===== config.mk =====
export PLATFORM = sky130hd
export DESIGN_NAME = dual_acc_display
export DESIGN_NICKNAME = d
export VERILOG_FILES = /design/src/rtl/dacc_pkg.sv /design/src/rtl/dacc_btn_cond.sv /design/src/rtl/dacc_accum.sv /design/src/rtl/dacc_scan.sv /design/src/rtl/dual_acc_display.sv
export SDC_FILE = /design/constraint.sdc
export NUM_CORES = 1
export LEC_CHECK = 0
export BUFFER_PORTS_ARGS = -buffer_cell sky130_fd_sc_hd__clkbuf_2
export CAP_MARGIN = 15
export CORE_MARGIN = 2
export CORE_UTILIZATION = 30
export CTS_BUF_LIST = sky130_fd_sc_hd__clkbuf_8
export CTS_CLUSTER_DIAMETER = 100
export DETAILED_ROUTE_END_ITERATION = 12
export RECOVER_POWER = 50
export SYNTH_ARGS = -nofsm -noshare
export SYNTH_HDL_FRONTEND = slang
export SYNTH_SLANG_ARGS = --single-unit

===== constraint.sdc =====
create_clock -name clk -period 2.5 [get_ports clk]
set_clock_uncertainty 0.1 [all_clocks]
set_input_delay 0.125 -clock clk [delete_from_list [all_inputs] [get_ports clk]]
set_output_delay 0.125 -clock clk [all_outputs]
set_load 0.05 [all_outputs]

===== src/rtl/dacc_pkg.sv =====
package dacc_pkg;
   localparam int NUM_ACC = 2;
   localparam int NIB_W   = 4;
   localparam int SEG_W   = 7;

   // Active-high {g,f,e,d,c,b,a} pattern for one hex nibble
   function automatic logic [SEG_W-1:0] hex_seg(input logic [NIB_W-1:0] v);
      logic [SEG_W-1:0] p;
      case (v)
         4'h0: p = 7'h3F;
         4'h1: p = 7'h06;
         4'h2: p = 7'h5B;
         4'h3: p = 7'h4F;
         4'h4: p = 7'h66;
         4'h5: p = 7'h6D;
         4'h6: p = 7'h7D;
         4'h7: p = 7'h07;
         4'h8: p = 7'h7F;
         4'h9: p = 7'h6F;
         4'hA: p = 7'h77;
         4'hB: p = 7'h7C;
         4'hC: p = 7'h39;
         4'hD: p = 7'h5E;
         4'hE: p = 7'h79;
         default: p = 7'h71;
      endcase
      return p;
   endfunction
endpackage


===== src/rtl/dacc_btn_cond.sv =====
module dacc_btn_cond #(
   parameter int SYNC_STAGES = 2,
   parameter int DEB_CYCLES  = 50000
) (
   input  logic clk,
   input  logic rst,
   input  logic btn_raw,
   output logic press_pulse
);
   localparam int CW = $clog2(DEB_CYCLES + 1);
   localparam logic [CW-1:0] CNT_LAST = CW'(DEB_CYCLES - 1);

   if (SYNC_STAGES < 2) begin : g_bad_sync
      $error("dacc_btn_cond: SYNC_STAGES must be at least 2");
   end
   if (DEB_CYCLES < 1) begin : g_bad_deb
      $error("dacc_btn_cond: DEB_CYCLES must be at least 1");
   end

   logic [SYNC_STAGES-1:0] sync_q;
   logic                   btn_s;
   logic                   level_q;
   logic [CW-1:0]          cnt_q;
   logic                   accept;

   always_ff @(posedge clk or posedge rst) begin
      if (rst) sync_q <= '0;
      else     sync_q <= {sync_q[SYNC_STAGES-2:0], btn_raw};
   end
   assign btn_s  = sync_q[SYNC_STAGES-1];
   assign accept = (btn_s != level_q) && (cnt_q == CNT_LAST);

   always_ff @(posedge clk or posedge rst) begin
      if (rst) begin
         level_q     <= 1'b0;
         cnt_q       <= '0;
         press_pulse <= 1'b0;
      end else begin
         press_pulse <= accept && btn_s;
         if (btn_s == level_q) begin
            cnt_q <= '0;
         end else if (accept) begin
            level_q <= btn_s;
            cnt_q   <= '0;
         end else begin
            cnt_q <= cnt_q + 1'b1;
         end
      end
   end
endmodule


===== src/rtl/dacc_accum.sv =====
module dacc_accum #(
   parameter int SUM_W = 8,
   parameter int ADD_W = 4
) (
   input  logic             clk,
   input  logic             rst,
   input  logic             add_en,
   input  logic [ADD_W-1:0] addend,
   output logic [SUM_W-1:0] sum
);
   if (ADD_W > SUM_W) begin : g_bad_w
      $error("dacc_accum: ADD_W must not exceed SUM_W");
   end

   always_ff @(posedge clk or posedge rst) begin
      if (rst)         sum <= '0;
      else if (add_en) sum <= sum + SUM_W'(addend);
   end
endmodule


===== src/rtl/dacc_scan.sv =====
module dacc_scan
   import dacc_pkg::*;
#(
   parameter int DIGITS   = 4,
   parameter int SCAN_DIV = 1000
) (
   input  logic                    clk,
   input  logic                    rst,
   input  logic [NIB_W*DIGITS-1:0] nibbles,
   output logic [SEG_W-1:0]        seg_n,
   output logic [DIGITS-1:0]       dig_n
);
   localparam int DW = $clog2(SCAN_DIV);
   localparam int SW = $clog2(DIGITS);
   localparam logic [DW-1:0] DIV_LAST = DW'(SCAN_DIV - 1);
   localparam logic [SW-1:0] SEL_LAST = SW'(DIGITS - 1);

   if (SCAN_DIV < 2) begin : g_bad_div
      $error("dacc_scan: SCAN_DIV must be at least 2");
   end
   if (DIGITS < 2) begin : g_bad_dig
      $error("dacc_scan: DIGITS must be at least 2");
   end

   logic [DW-1:0]    div_q;
   logic [SW-1:0]    sel_q;
   logic [NIB_W-1:0] cur_nib;

   always_ff @(posedge clk or posedge rst) begin
      if (rst) begin
         div_q <= '0;
         sel_q <= '0;
      end else if (div_q == DIV_LAST) begin
         div_q <= '0;
         sel_q <= (sel_q == SEL_LAST) ? '0 : sel_q + 1'b1;
      end else begin
         div_q <= div_q + 1'b1;
      end
   end

   assign cur_nib = nibbles[sel_q*NIB_W +: NIB_W];
   assign seg_n   = ~hex_seg(cur_nib);
   assign dig_n   = ~(DIGITS'(1) << sel_q);
endmodule


===== src/rtl/dual_acc_display.sv =====
module dual_acc_display
   import dacc_pkg::*;
#(
   parameter int SUM_W       = 8,
   parameter int ADD_W       = 4,
   parameter int SYNC_STAGES = 2,
   parameter int DEB_CYCLES  = 50000,
   parameter int SCAN_DIV    = 1000,
   localparam int DIGITS     = NUM_ACC * (SUM_W / NIB_W)
) (
   input  logic              clk,
   input  logic              rst,
   input  logic              btn_add_raw,
   input  logic [ADD_W-1:0]  addend_a,
   input  logic [ADD_W-1:0]  addend_b,
   output logic [SEG_W-1:0]  seg_n,
   output logic [DIGITS-1:0] dig_n
);
   localparam int ACC_DIG = SUM_W / NIB_W;

   if (SUM_W % NIB_W != 0) begin : g_bad_sum
      $error("dual_acc_display: SUM_W must be a multiple of 4");
   end

   logic                    add_pulse;
   logic [ADD_W-1:0]        addends [NUM_ACC];
   logic [SUM_W-1:0]        sums    [NUM_ACC];
   logic [NIB_W*DIGITS-1:0] nibbles;

   assign addends[0] = addend_a;
   assign addends[1] = addend_b;

   dacc_btn_cond #(
      .SYNC_STAGES(SYNC_STAGES),
      .DEB_CYCLES (DEB_CYCLES)
   ) u_btn (
      .clk        (clk),
      .rst        (rst),
      .btn_raw    (btn_add_raw),
      .press_pulse(add_pulse)
   );

   for (genvar i = 0; i < NUM_ACC; i++) begin : g_acc
      dacc_accum #(
         .SUM_W(SUM_W),
         .ADD_W(ADD_W)
      ) u_acc (
         .clk   (clk),
         .rst   (rst),
         .add_en(add_pulse),
         .addend(addends[i]),
         .sum   (sums[i])
      );
      assign nibbles[i*SUM_W +: SUM_W] = sums[i];
   end

   dacc_scan #(
      .DIGITS  (DIGITS),
      .SCAN_DIV(SCAN_DIV)
   ) u_scan (
      .clk    (clk),
      .rst    (rst),
      .nibbles(nibbles),
      .seg_n  (seg_n),
      .dig_n  (dig_n)
   );
endmodule


; ---- Word level (Yosys, flattened, before mapping)
; Memory sizes are Yosys's and may differ from the RTL's.
; Index checks and enable logic that the tools add are counted.
; W data, S select, Z words.
[word_totals]
regBits = 48
mem_bits_ro = 112
in_bits = 11
wordCells = 31
n_memories = 1
[op_classes]
add_sub_neg = 5
eq_ne = 5
shift = 2
mux = 4
bitwise_logic = 3
n_reduce_logical = 3
[mem_list]
columns = memory, depth, word_bits, read_ports, rd_clocked_by_memory_dff, write_ports, line_no
row1 = (name not given), 16, 7, 1, 0, 0, dacc_pkg.sv:9  ; case (v)
[op_table]
columns = op, n
row1 = $mux W16, 2
row2 = $add A16 B1 Y16 const B, 1
row3 = $add A8 B4 Y8, 2
row4 = $eq A16 B16 Y1 const B, 1
row5 = $shiftx A16 B5 Y4, 1
row6 = $add A10 B1 Y10 const B, 1
row7 = $eq A10 B10 Y1 const B, 1
row8 = $mux W10, 1
row9 = $not A7 Y7, 1
row10 = $not A4 Y4, 1
row11 = $shl A1 B2 Y4 const A, 1
row12 = $add A2 B1 Y2 const B, 1
row13 = $eq A2 B2 Y1 const B, 1
row14 = $logic_and A1 B1 Y1, 2
row15 = $mux W2, 1
row16 = $reduce_and A2 Y1, 1
row17 = $eq A1 B1 Y1, 1
row18 = $ne A1 B1 Y1, 1
row19 = $not A1 Y1, 1

; ---- Longest topological paths before layout
[logic_depth]
ltp_word = 4
mapped_depth = 8
depth_no_buf = 8

; ---- Hierarchy
; Synthesis repeated with hierarchy kept, for this count alone.
[hier_totals]
cells_unflattened = 299
area_unflattened_um2 = 3007.9
[by_module_without_submodules]
columns = mod, instances, cells_each, area_per_inst_um2, seq_area_each_um2
row1 = dacc_accum, 2, 55, 538.0, 200.2
row2 = dacc_btn_cond, 1, 91, 975.9, 500.5
row3 = dacc_scan, 1, 98, 955.9, 300.3

; ---- Worst setup path before layout
; OpenSTA, ideal clock, no wires.
[synth_path]
kind = flip-flop to output port
start = register u_scan.sel_q[0]
end = output port seg_n[0]
t_arrival_ns = 2.565
t_required_ns = 2.275
slack_ns = -0.290
stages_incl_launch_ff = 7
path_buffers = 1
cell_sequence = dfrtp_1 buf_6 mux4_1 inv_1 ha_1 nor2_1 nor3_1
[synth_between]
elab_chain_len = 3
[synth_rtl]
columns = element, line_no
row1 = start: declaration, dacc_scan.sv:26  ; logic [SW-1:0] sel_q;
row2 = start signal: assignment, dacc_scan.sv:35  ; sel_q <= (sel_q == SEL_LAST) ? '0 : sel_q + 1'b1;
row3 = $shiftx A16 B5 Y4, dacc_scan.sv:41  ; assign cur_nib = nibbles[sel_q*NIB_W +: NIB_W];
row4 = $mem_v2 Z16 W7, n/a
row5 = $not A7 Y7, dacc_scan.sv:42  ; assign seg_n = ~hex_seg(cur_nib);
row6 = end: declaration, dual_acc_display.sv:16  ; output logic [SEG_W-1:0] seg_n,
; No other way between the ends.

; ---- Final worst setup path
[layout_path]
start = register u_scan.sel_q[0]
end = output port seg_n[3]
; Same word-level chain as after synthesis.

==> results by group <==
Clocking
  – Htree depth: 2
  – Clk Tree Root Cell: clkbuf_8
  – CTS Buf Count: 5
  – CTS sink count: 48
  – Clock Path Buffers: 2
  – Clk slew on worst S/H paths: 0.08 ns
  – Clk Latency, worst-skew pair: 0.30 ns
  – CTS tree: built

Synthesis
  – Syn. warnings: 0
  – Seq/Total Area, Yosys: 0.443
  – Ys async rst share: 1.00
  – Post-Syn Area per Cell: 10.7 sq um
  – Mapped Cells: between 200 and 300
  – Synth top area cells: dfrtp_1, ha_1, xnor2_1
  – Share of the synthesized area in the top cell type: 0.443
  – EDFF count, synth: 0
  – Distinct cells, synth: 36
  – Area of the mapped netlist: 2710 sq um
  – Synth Flop Type: dfrtp_1
  – Yosys top cell by area: dfrtp_1
  – #FFs+latches synth: 48
  – Syn Nets: ~290

Placed design
  – Port bufs: 21
  – GPL Wtd Cong: roughly 0.85
  – Detail Placement HPWL: about 3600 um

Critical path
  – Startpoint Class: flip-flop
  – Critical path required time: 2.28 ns
  – CP Capture Type: primary output
  – WS Path Type: flip-flop to primary output
  – Crit path max fanout: 5
  – CP arrival: between 2 and 2.5 ns
  – R2R depth: 6

Route
  – Vias: 1,855
  – 1st-iter DRT viols: 55
  – ANT nets after route: 0
  – Vias per cell: between 4 and 5
  – # DRC: 0
  – Final wirelength: roughly 5000 um
  – First-pass DRT Iterations: 4
  – Avg WL per Cell: between 10 and 15 um

Timing
  – Unrepaired setup endpoints after global routing: yes
  – Worst-Margin Slew: ~0.91 ns
  – Hold_ws: between 0.08 and 0.09 ns
  – Max Slew Vio Count: 0
  – Endpoints failing setup: 0
  – Fmax: 407 MHz
  – Slew headroom: 0.396
  – Tcrit/Tclk final: 0.982
  – Crit path time final: 2.45 ns
  – Final hold vios: 0
  – Setup TNS: 0 ns

Pwr
  – Combinational Power Share: 0.044
  – Psw: 0.303 mW
  – Leak Pwr: between 1 and 1.5 nW
  – Share of power burned in registers: 0.559
  – Int Power: roughly 1.1 mW
  – Switching Share: 0.216
  – Clk network pwr share: 0.397
  – PwrDens: roughly 440 nW/um^2
  – Maximum vdd drop: 0.277 mV

GRT
  – First-pass GRT wire length: around 8600 um
  – Total GRT Usage: 0.108
  – Antenna violations before repair: 0
  – Pin count of the biggest net entering global routing: 36
  – Vias in the first global route: 1,914
  – Total grt overflow: 0

Die
  – Die Area: 9820 sq um
  – Die H: ~99 um
  – Rows: 34
  – Die width: roughly 99 um
  – Initial Util: 0.310
  – I/O pin count: 22
  – Core ar.: roughly 8800 sq um

Layout
  – N_diodes: 0
  – Share of cells above drive strength 1: 0.220
  – Number of fillers in the final layout: a little under 900
  – Layout area overhead: 17.5%
  – Fin nets: approximately 320

Run status
  – Status: completed

Flow run
  – Max cap viols: 0

Worst hold path
  – Hold WC Path Type: primary input to flip-flop
  – Cell count of the worst hold path: 3
metal layers:
layer / vias to the layer above / track usage / wire length (um)
met5: - / 0 / 0
met4: 0 / 0.0379 / 87
met3: 8 / 0.0239 / 166
met2: 27 / 0.189 / 2510
met1: 892 / 0.130 / 2160
li1: 928 / - / -
layout make-up:
class / instances / area (sq um) / area share
tap: 108 / 135 / 0.0424
clock buffer: 5 / 68.8 / 0.0216
timing repair buffer: 34 / 241 / 0.0757
multi-input combinational: 184 / 1430 / 0.449
sequential: 48 / 1200 / 0.377
inverter: 17 / 66.3 / 0.0208
clock inverter: 3 / 42.5 / 0.0133
worst paths after layout:
path	startpoint	to	slack, ns
min in group asynchronous	rst	g_acc[0].u_acc.sum[0]	0.30
setup / recovery	u_scan.sel_q[0]	seg_n[3]	0.05
max in group asynchronous	rst	u_btn.cnt_q[4]	0.72
hold reg to reg	u_btn.sync_q[0]	u_btn.sync_q[1]	0.26
setup reg to reg	u_scan.div_q[0]	u_scan.sel_q[0]	0.47
hold / removal	addend_b[0]	g_acc[1].u_acc.sum[0]	0.09
power groups by stage:
stage,sequential (mW),combinational (mW),clock (mW)
after floorplan,0.799,0.0396,0
after global placement,0.800,0.0611,0
after detailed placement,0.800,0.0624,0
after CTS,0.785,0.0651,0.574
after global routing,0.786,0.0721,0.606
final,0.785,0.0617,0.558
per-stage QoR:
step	total power, mW	setup WS, ns	instance area [sq um]	instances	util
floorplan	0.839	-0.209	2720	253	-
global placement	0.861	0.225	2960	382	0.338
detailed placement	0.862	0.193	2960	382	0.338
CTS	1.42	0.00824	3130	394	0.357
global route	1.46	-0.0364	3190	399	0.364
finish	1.40	0.0459	3190	399	0.364
placed cells by master (no fill, tap or decap), types with 2 or more instances in the layout:
master and instances:
a21o_1 4, a21oi_1 8, and3_1 7, buf_4 11, clkbuf_2 16, clkbuf_8 5, dfrtp_1 48, dlygate4sd3_1 2
fa_1 2, ha_1 17, ha_2 2, inv_1 14, inv_2 2, mux2_2 10, mux2i_1 3, mux4_2 5
nand2_1 16, nand3_1 11, nand4_1 2, nor2_1 33, nor2b_1 3, nor3_1 6, nor3b_1 2, o21ai_0 4
o22ai_1 2, xnor2_1 22, xor2_1 12
flip-flops by register name, indices dropped and copies added (netlist names):
name               count
g_acc.u_acc.sum       16
u_btn.cnt_q           16
u_scan.div_q          10
u_btn.sync_q           2
u_scan.sel_q           2
u_btn.level_q          1
u_btn.press_pulse      1
synth_stat cells, types with 2 or more instances:
cell,number
a21oi_1,8
ha_1,20
nor2b_1,3
dfrtp_1,48
mux4_2,3
fa_1,2
mux2i_1,3
a21o_1,4
buf_6,2
and3_1,7
o22ai_1,2
mux4_1,2
xor2_1,12
nor3b_1,2
mux2_2,10
xnor2_1,22
nand2_1,16
nor2_1,33
o21ai_0,4
nor3_1,7
nand3_1,11
inv_1,17
nand4_1,2
timing repair:
| item | in CTS | in global routing |
|---|---|---|
| hold endpoints to repair | 14 | 0 |
| pin swaps | 0 | 0 |
| gates cloned | 0 | 0 |
| buffers inserted | 2 | 5 |
| resized for setup | 8 | 14 |
| endpoints found under the setup margin | 6 | 7 |
| hold buffers | 2 | 0 |
cells by family after synthesis:
family,Yosys count,synth area share
and+or+nand+nor,88,0.159
DFF,48,0.443
xor gates and xnor gates,34,0.110
AOI/OAI and AO/OA,22,0.0503
adders and majority gates,22,0.107
buffers and inverters,21,0.0346
muxes,18,0.0969
worst max-delay path, cell delays in order (launching register included):
cell and delay, ns:
dfrtp_1 0.42, mux4_2 0.59, inv_2 0.13, ha_4 0.13
inv_2 0.03, mux4_2 0.46, buf_8 0.17
No activity file was read; power rests on OpenSTA's default activity.
